<file path="config.mk">
export PLATFORM = sky130hd
export DESIGN_NAME = pwr_gate_seq
export DESIGN_NICKNAME = d
export VERILOG_FILES = /design/src/rtl/pgs_pkg.sv /design/src/rtl/pgs_regs.sv /design/src/rtl/pgs_chan.sv /design/src/rtl/pwr_gate_seq.sv
export SDC_FILE = /design/constraint.sdc
export NUM_CORES = 1
export LEC_CHECK = 0
export BUFFER_PORTS_ARGS = -buffer_cell sky130_fd_sc_hd__buf_2
export CORE_ASPECT_RATIO = 1.5
export CORE_UTILIZATION = 40
export CTS_CLUSTER_DIAMETER = 30
export DETAILED_ROUTE_END_ITERATION = 7
export MAX_ROUTING_LAYER = met4
export PLACE_DENSITY = 0.61
export SLEW_MARGIN = 20
export SYNTH_ARGS = -nofsm -noshare
export SYNTH_HDL_FRONTEND = slang
export SYNTH_SLANG_ARGS = --single-unit
</file>
<file path="constraint.sdc">
create_clock -name clk -period 4.4 [get_ports clk]
set_input_delay 0.44 -clock clk [delete_from_list [all_inputs] [get_ports clk]]
set_output_delay 0.44 -clock clk [all_outputs]
set_load 0.01 [all_outputs]
</file>
<file path="src/rtl/pgs_pkg.sv">
package pgs_pkg;
  localparam int CTRL_OFF   = 'h000;
  localparam int CH_BASE    = 'h260;
  localparam int CH_STRIDE  = 'h040;
  localparam int GATE_OFF   = 0;
  localparam int UPTM_OFF   = 4;
  localparam int DNTM_OFF   = 8;
  localparam int SECOND_LSB = 8;

  typedef enum logic [2:0] {
    ST_IDLE,
    ST_DN_ISO,
    ST_DN_SW,
    ST_UP_SW,
    ST_UP_ISO
  } chan_st_e;
endpackage

</file>
<file path="src/rtl/pgs_regs.sv">
module pgs_regs import pgs_pkg::*; #(
  parameter int ADDR_W = 12,
  parameter int DATA_W = 32,
  parameter int DLY_W  = 6,
  parameter int NCH    = 2
) (
  input  logic                       clk,
  input  logic                       rst,
  input  logic                       bus_wr,
  input  logic                       bus_rd,
  input  logic [ADDR_W-1:0]          bus_addr,
  input  logic [DATA_W-1:0]          bus_wdata,
  output logic [DATA_W-1:0]          bus_rdata,
  input  logic [NCH-1:0]             ack,
  output logic [NCH-1:0]             req_dn,
  output logic [NCH-1:0]             req_up,
  output logic [NCH-1:0]             gate_en,
  output logic [NCH-1:0][DLY_W-1:0]  dn_first,
  output logic [NCH-1:0][DLY_W-1:0]  dn_second,
  output logic [NCH-1:0][DLY_W-1:0]  up_first,
  output logic [NCH-1:0][DLY_W-1:0]  up_second
);
  function automatic logic [ADDR_W-1:0] ch_addr(int ch, int off);
    return ADDR_W'(CH_BASE + ch * CH_STRIDE + off);
  endfunction

  logic              wr_ctrl;
  logic [DATA_W-1:0] rd_mux;
  logic              unused_wdata;

  assign wr_ctrl      = bus_wr && (bus_addr == ADDR_W'(CTRL_OFF));
  assign unused_wdata = ^bus_wdata;

  always_ff @(posedge clk) begin
    if (rst) begin
      req_dn    <= '0;
      req_up    <= '0;
      gate_en   <= '0;
      dn_first  <= '0;
      dn_second <= '0;
      up_first  <= '0;
      up_second <= '0;
      bus_rdata <= '0;
    end else begin
      for (int i = 0; i < NCH; i++) begin
        req_dn[i] <= (req_dn[i] & ~ack[i]) | (wr_ctrl & bus_wdata[2*i]);
        req_up[i] <= (req_up[i] & ~ack[i]) | (wr_ctrl & bus_wdata[2*i+1]);
        if (bus_wr && bus_addr == ch_addr(i, GATE_OFF))
          gate_en[i] <= bus_wdata[0];
        if (bus_wr && bus_addr == ch_addr(i, UPTM_OFF)) begin
          up_first[i]  <= bus_wdata[DLY_W-1:0];
          up_second[i] <= bus_wdata[SECOND_LSB +: DLY_W];
        end
        if (bus_wr && bus_addr == ch_addr(i, DNTM_OFF)) begin
          dn_first[i]  <= bus_wdata[DLY_W-1:0];
          dn_second[i] <= bus_wdata[SECOND_LSB +: DLY_W];
        end
      end
      if (bus_rd)
        bus_rdata <= rd_mux;
    end
  end

  always_comb begin
    rd_mux = '0;
    if (bus_addr == ADDR_W'(CTRL_OFF)) begin
      for (int i = 0; i < NCH; i++) begin
        rd_mux[2*i]   = req_dn[i];
        rd_mux[2*i+1] = req_up[i];
      end
    end
    for (int i = 0; i < NCH; i++) begin
      if (bus_addr == ch_addr(i, GATE_OFF))
        rd_mux[0] = gate_en[i];
      if (bus_addr == ch_addr(i, UPTM_OFF)) begin
        rd_mux[DLY_W-1:0]           = up_first[i];
        rd_mux[SECOND_LSB +: DLY_W] = up_second[i];
      end
      if (bus_addr == ch_addr(i, DNTM_OFF)) begin
        rd_mux[DLY_W-1:0]           = dn_first[i];
        rd_mux[SECOND_LSB +: DLY_W] = dn_second[i];
      end
    end
  end
endmodule

</file>
<file path="src/rtl/pgs_chan.sv">
module pgs_chan import pgs_pkg::*; #(
  parameter int DLY_W = 6
) (
  input  logic             clk,
  input  logic             rst,
  input  logic             req_dn,
  input  logic             req_up,
  input  logic             gate_en,
  input  logic [DLY_W-1:0] dn_first,
  input  logic [DLY_W-1:0] dn_second,
  input  logic [DLY_W-1:0] up_first,
  input  logic [DLY_W-1:0] up_second,
  output logic             ack,
  output logic             iso_en,
  output logic             sw_off,
  output logic             dom_off
);
  chan_st_e         st;
  logic [DLY_W-1:0] cnt;
  logic             last;

  // A zero field still gives a one-cycle phase.
  assign last = (cnt <= DLY_W'(1));

  always_comb begin
    ack = 1'b0;
    case (st)
      ST_IDLE: begin
        if (req_up)      ack = !dom_off;
        else if (req_dn) ack = dom_off || !gate_en;
      end
      ST_DN_SW:  ack = last;
      ST_UP_ISO: ack = last;
      default:   ack = 1'b0;
    endcase
  end

  always_ff @(posedge clk) begin
    if (rst) begin
      st      <= ST_IDLE;
      cnt     <= '0;
      iso_en  <= 1'b0;
      sw_off  <= 1'b0;
      dom_off <= 1'b0;
    end else begin
      case (st)
        ST_IDLE: begin
          if (req_up && dom_off) begin
            sw_off <= 1'b0;
            cnt    <= up_first;
            st     <= ST_UP_SW;
          end else if (!req_up && req_dn && !dom_off && gate_en) begin
            cnt <= dn_first;
            st  <= ST_DN_ISO;
          end
        end
        ST_DN_ISO: begin
          if (last) begin
            iso_en <= 1'b1;
            cnt    <= dn_second;
            st     <= ST_DN_SW;
          end else cnt <= cnt - 1'b1;
        end
        ST_DN_SW: begin
          if (last) begin
            sw_off  <= 1'b1;
            dom_off <= 1'b1;
            st      <= ST_IDLE;
          end else cnt <= cnt - 1'b1;
        end
        ST_UP_SW: begin
          if (last) begin
            cnt <= up_second;
            st  <= ST_UP_ISO;
          end else cnt <= cnt - 1'b1;
        end
        ST_UP_ISO: begin
          if (last) begin
            iso_en  <= 1'b0;
            dom_off <= 1'b0;
            st      <= ST_IDLE;
          end else cnt <= cnt - 1'b1;
        end
        default: st <= ST_IDLE;
      endcase
    end
  end
endmodule

</file>
<file path="src/rtl/pwr_gate_seq.sv">
module pwr_gate_seq #(
  parameter int ADDR_W = 12,
  parameter int DATA_W = 32,
  parameter int DLY_W  = 6,
  parameter int NCH    = 2
) (
  input  logic              clk,
  input  logic              rst,
  input  logic              bus_wr,
  input  logic              bus_rd,
  input  logic [ADDR_W-1:0] bus_addr,
  input  logic [DATA_W-1:0] bus_wdata,
  output logic [DATA_W-1:0] bus_rdata,
  output logic [NCH-1:0]    iso_en,
  output logic [NCH-1:0]    sw_off,
  output logic [NCH-1:0]    dom_off
);
  logic [NCH-1:0]            ack, req_dn, req_up, gate_en;
  logic [NCH-1:0][DLY_W-1:0] dn_first, dn_second, up_first, up_second;

  pgs_regs #(.ADDR_W(ADDR_W), .DATA_W(DATA_W), .DLY_W(DLY_W), .NCH(NCH)) u_regs (
    .clk(clk), .rst(rst), .bus_wr(bus_wr), .bus_rd(bus_rd),
    .bus_addr(bus_addr), .bus_wdata(bus_wdata), .bus_rdata(bus_rdata),
    .ack(ack), .req_dn(req_dn), .req_up(req_up), .gate_en(gate_en),
    .dn_first(dn_first), .dn_second(dn_second),
    .up_first(up_first), .up_second(up_second)
  );

  for (genvar g = 0; g < NCH; g++) begin : g_chan
    pgs_chan #(.DLY_W(DLY_W)) u_chan (
      .clk(clk), .rst(rst),
      .req_dn(req_dn[g]), .req_up(req_up[g]), .gate_en(gate_en[g]),
      .dn_first(dn_first[g]), .dn_second(dn_second[g]),
      .up_first(up_first[g]), .up_second(up_second[g]),
      .ack(ack[g]), .iso_en(iso_en[g]), .sw_off(sw_off[g]), .dom_off(dom_off[g])
    );
  end
endmodule

</file>
==> impl_table.tex <==
\begin{tabular}{lr}
\hline
Metric & Value \\
\hline
\multicolumn{2}{l}{\textbf{Clock network}} \\
Number of CTS-inserted buffers & 9 \\
Max Buffers Root-to-Sink & 2 \\
Root cell of the clock tree & sky130\_fd\_sc\_hd\_\_clkbuf\_16 \\
TritonCTS clock tree & built \\
Sink Count & 90 \\
Cts repair resizes & 0 \\
H-tree level count & 3 \\
Postcts setup bufs & 0 \\
Clock latency on the worst-skew pair & 0.34 ns \\
CTS clock-pin slew for the worst setup and hold paths & $\sim$0.07 ns \\
Hold Buf Count CTS & 0 \\
\multicolumn{2}{l}{\textbf{Timing}} \\
Max Slew Vio Count & 0 \\
Final worst path period share & 59.2\% \\
Setup TNS & 0 ns \\
Worst slack on hold paths & around 0.38 ns \\
Worst slew margin & 33.3\% \\
Max Clock Freq & 0.384 GHz \\
Number of endpoints with negative hold slack in the final report & 0 \\
Min cycle time layout & 2.60 ns \\
Setup repair after global routing missed its margin & no \\
Final Setup Violations & 0 \\
Worst-case setup margin in the final layout & 1.80 ns \\
Slew of the pin with the lowest slew margin & 0.996 ns \\
Post-Route Skew & 0.00518 ns \\
\multicolumn{2}{l}{\textbf{Synth}} \\
Top-area cell type share of the netlist area & 34.8\% \\
Yosys synthesis warning count & 0 \\
Cell taking the most area after synthesis & sky130\_fd\_sc\_hd\_\_dfxtp\_1 \\
Number of flops mapped to enable cells by yosys & 0 \\
Synthesized flop and latch total & 90 \\
Post-synthesis cell type count & 79 \\
Cell count after synthesis & $\sim$680 \\
Share of synthesized registers carrying an async set or reset & 0\% \\
Mean cell area of the mapped netlist & approximately 7.7 sq um \\
Dominant synthesized flop cell & sky130\_fd\_sc\_hd\_\_dfxtp\_1 \\
Cell types occupying the most area after synthesis & sky130\_fd\_sc\_hd\_\_dfxtp\_1, sky130\_fd\_sc\_hd\_\_nand2\_1, sky130\_fd\_sc\_hd\_\_a21oi\_1 \\
Portion of the post-synthesis area used by sequential elements & 34.8\% \\
Synth Cell Area & 5180 sq um \\
\multicolumn{2}{l}{\textbf{Worst setup path}} \\
Worst Setup Start Kind & input port \\
Maximum fanout along the worst path & 12 \\
Data required time of the worst path & 4.67 ns \\
Worst Setup End Kind & flip-flop \\
Worst EP arrival & 2.87 ns \\
Worst Path Class, Setup & in2reg \\
Register-to-Register Path Depth & 5 \\
\multicolumn{2}{l}{\textbf{Die}} \\
Ports & 86 \\
Count of standard-cell rows & 50 \\
Total die area & 13400 sq um \\
Area of the core region & between 10000 and 15000 sq um \\
Width of the die & 95.0 um \\
Starting density of the core & around two fifths \\
DIE HEIGHT & 141 um \\
\multicolumn{2}{l}{\textbf{Min path}} \\
Class of the worst hold path & in2reg \\
Hold path cells & 3 \\
\multicolumn{2}{l}{\textbf{Routing}} \\
Average wire per cell in the routed design & 17.8 um \\
Remaining design rule violation count & 0 \\
Via-to-Cell Ratio & between 5 and 6 \\
DRT iter0 DRCs & 328 \\
Drt first pass iters & 5 \\
Via count & 4970 \\
DRT antenna net count & 0 \\
Wire length reported by the detailed router & 15000 um \\
\multicolumn{2}{l}{\textbf{Layout}} \\
Antenna cell count & 0 \\
Layout cell share with drive strength beyond 1 & roughly 13\% \\
Fill cell instance count of the final layout & 1275 \\
Utilization after layout & 44.5\% \\
Synth-to-layout area growth & 7.84\% \\
Count of nets after finishing & between 700 and 800 \\
\multicolumn{2}{l}{\textbf{Global routing}} \\
Global-route wire length before repair & roughly 24000 um \\
Global router's overall resource usage & approximately 24\% \\
Total overflow reported by the global router & 0 \\
Antenna violations before repair & 0 \\
Largest net degree at the start of global routing & 50 \\
Via count of the first global-routing pass & 4668 \\
\multicolumn{2}{l}{\textbf{Placement}} \\
Worst-case setup slack after placement & 1.49 ns \\
Number of port buffers & 45 \\
Detailed Place HPWL & 11100 um \\
Placer congestion estimate & 0.926 \\
\multicolumn{2}{l}{\textbf{Power and ir drop}} \\
Max IR drop VDD & 0.161 mV \\
Leakage & 1.98 nW \\
Power density over the cells & 299 nW/um\^{}2 \\
Power consumption & 1.67 mW \\
\multicolumn{2}{l}{\textbf{Run}} \\
Max-cap violations & 0 \\
\multicolumn{2}{l}{\textbf{Status}} \\
Outcome & complete, no violations \\
\hline
\end{tabular}
power by group:
group	internal (mW)	switching, mW
Sequential	0.814	0.0000603
Combinational	0.0163	0.0550
Clock	0.444	0.340
Total	1.27	0.395
cell usage in the layout, fill, tap and decap left out, types with 4 or more instances in the layout:
| cell type | netlist | layout |
|---|---|---|
| sky130_fd_sc_hd__a211oi_1 | 10 | 10 |
| sky130_fd_sc_hd__a21o_1 | 6 | 6 |
| sky130_fd_sc_hd__a21o_2 | 8 | 8 |
| sky130_fd_sc_hd__a21oi_1 | 72 | 72 |
| sky130_fd_sc_hd__a21oi_2 | 4 | 4 |
| sky130_fd_sc_hd__a221oi_1 | 8 | 8 |
| sky130_fd_sc_hd__a31oi_1 | 8 | 8 |
| sky130_fd_sc_hd__buf_2 | 9 | 45 |
| sky130_fd_sc_hd__clkbuf_16 | 0 | 9 |
| sky130_fd_sc_hd__conb_1 | 1 | 20 |
| sky130_fd_sc_hd__dfxtp_1 | 90 | 90 |
| sky130_fd_sc_hd__ha_1 | 4 | 4 |
| sky130_fd_sc_hd__inv_1 | 12 | 12 |
| sky130_fd_sc_hd__mux2i_1 | 15 | 15 |
| sky130_fd_sc_hd__nand2_1 | 122 | 122 |
| sky130_fd_sc_hd__nand2b_1 | 8 | 8 |
| sky130_fd_sc_hd__nand3_1 | 32 | 32 |
| sky130_fd_sc_hd__nand4_1 | 4 | 4 |
| sky130_fd_sc_hd__nor2_1 | 26 | 26 |
| sky130_fd_sc_hd__nor2b_1 | 10 | 10 |
| sky130_fd_sc_hd__nor3_1 | 12 | 12 |
| sky130_fd_sc_hd__nor4_1 | 8 | 8 |
| sky130_fd_sc_hd__o21ai_0 | 46 | 46 |
| sky130_fd_sc_hd__o31ai_1 | 5 | 5 |
| sky130_fd_sc_hd__o41ai_1 | 5 | 5 |
| sky130_fd_sc_hd__or3_1 | 4 | 4 |
| sky130_fd_sc_hd__or4_1 | 4 | 4 |
| sky130_fd_sc_hd__xnor2_1 | 6 | 6 |
layer usage:
layer | up-vias | part of all wire [%] | GRT usage, %
li1 | 2423 | - | -
met2 | 180 | 50 | 39.2
met3 | 31 | 4.9 | 2.89
met1 | 2336 | 42 | 29.3
met5 | - | 0 | -
met4 | 0 | 3.5 | 10.7
path summary, 6_finish.rpt:
kind,from,endpoint,slack (ns)
max,bus_addr[8],u_regs.up_first[8]$_SDFFE_PP0P_,1.80
min,bus_wdata[11],u_regs.up_second[3]$_SDFFE_PP0P_,0.38
max reg2reg,g_chan[1].u_chan.cnt[2]$_SDFFE_PP0P_,g_chan[1].u_chan.cnt[1]$_SDFFE_PP0P_,2.02
min reg2reg,u_regs.bus_rdata[8]$_SDFFE_PP0P_,u_regs.bus_rdata[8]$_SDFFE_PP0P_,0.45
logic make-up after synthesis:
kind of cell / after synthesis / share of synthesized area (%)
AND/OR/NAND/NOR: 261 / 24.7
AO/OA/AOI/OAI: 215 / 26.8
flip-flops: 90 / 34.8
buffers and inverters: 83 / 8.62
multiplexers: 15 / 2.90
XOR/XNOR: 7 / 1.18
adder cells (fa/ha/maj): 4 / 0.966
other: 1 / 0.0723
synthesized netlist by cell type, types with 5 or more instances:
cell type	n
sky130_fd_sc_hd__a211oi_1	10
sky130_fd_sc_hd__a21o_1	6
sky130_fd_sc_hd__a21o_2	8
sky130_fd_sc_hd__a21oi_1	72
sky130_fd_sc_hd__a221oi_1	8
sky130_fd_sc_hd__a31oi_1	8
sky130_fd_sc_hd__buf_2	9
sky130_fd_sc_hd__buf_4	28
sky130_fd_sc_hd__clkbuf_1	31
sky130_fd_sc_hd__dfxtp_1	90
sky130_fd_sc_hd__inv_1	12
sky130_fd_sc_hd__mux2i_1	15
sky130_fd_sc_hd__nand2_1	122
sky130_fd_sc_hd__nand2b_1	8
sky130_fd_sc_hd__nand3_1	32
sky130_fd_sc_hd__nor2_1	26
sky130_fd_sc_hd__nor2b_1	10
sky130_fd_sc_hd__nor3_1	12
sky130_fd_sc_hd__nor4_1	8
sky130_fd_sc_hd__o21ai_0	46
sky130_fd_sc_hd__o31ai_1	5
sky130_fd_sc_hd__o41ai_1	5
sky130_fd_sc_hd__xnor2_1	6
cell type report:
class,instances,area (sq um),share of cell area (%)
Timing Repair Buffer,47,240,4.30
Multi-Input combinational cell,522,3010,53.8
Clock inverter,7,76.3,1.37
Clock buffer,9,225,4.03
Tap cell,156,195,3.49
Sequential cell,90,1800,32.2
Inverter,12,45.0,0.806
stage by stage:
stage | area (sq um) | instances
2_1_floorplan | 5260 | 695
4_1_cts | 5590 | 843
3_3_place_gp | 5290 | 827
5_1_grt | 5590 | 843
6_report | 5590 | 843
3_5_place_dp | 5290 | 827
worst max-delay path: stages:
cell                      delay [ns]
sky130_fd_sc_hd__buf_2          0.09
sky130_fd_sc_hd__or4_1          0.67
sky130_fd_sc_hd__or3_1          0.54
sky130_fd_sc_hd__nor2_1         0.81
sky130_fd_sc_hd__nand2_1        0.15
sky130_fd_sc_hd__a21oi_1        0.17
sequential cells by signal, summed over array words and instances (netlist names):
signal and count:
u_regs.bus_rdata 12, u_regs.dn_second 12, g_chan.u_chan.cnt 12, u_regs.up_second 12
u_regs.req_dn 2, g_chan.u_chan.iso_en 2, g_chan.u_chan.st 6, u_regs.dn_first 12
u_regs.gate_en 2, g_chan.u_chan.sw_off 2, u_regs.req_up 2, g_chan.u_chan.dom_off 2
u_regs.up_first 12
Power figures use the tool's default switching activity.
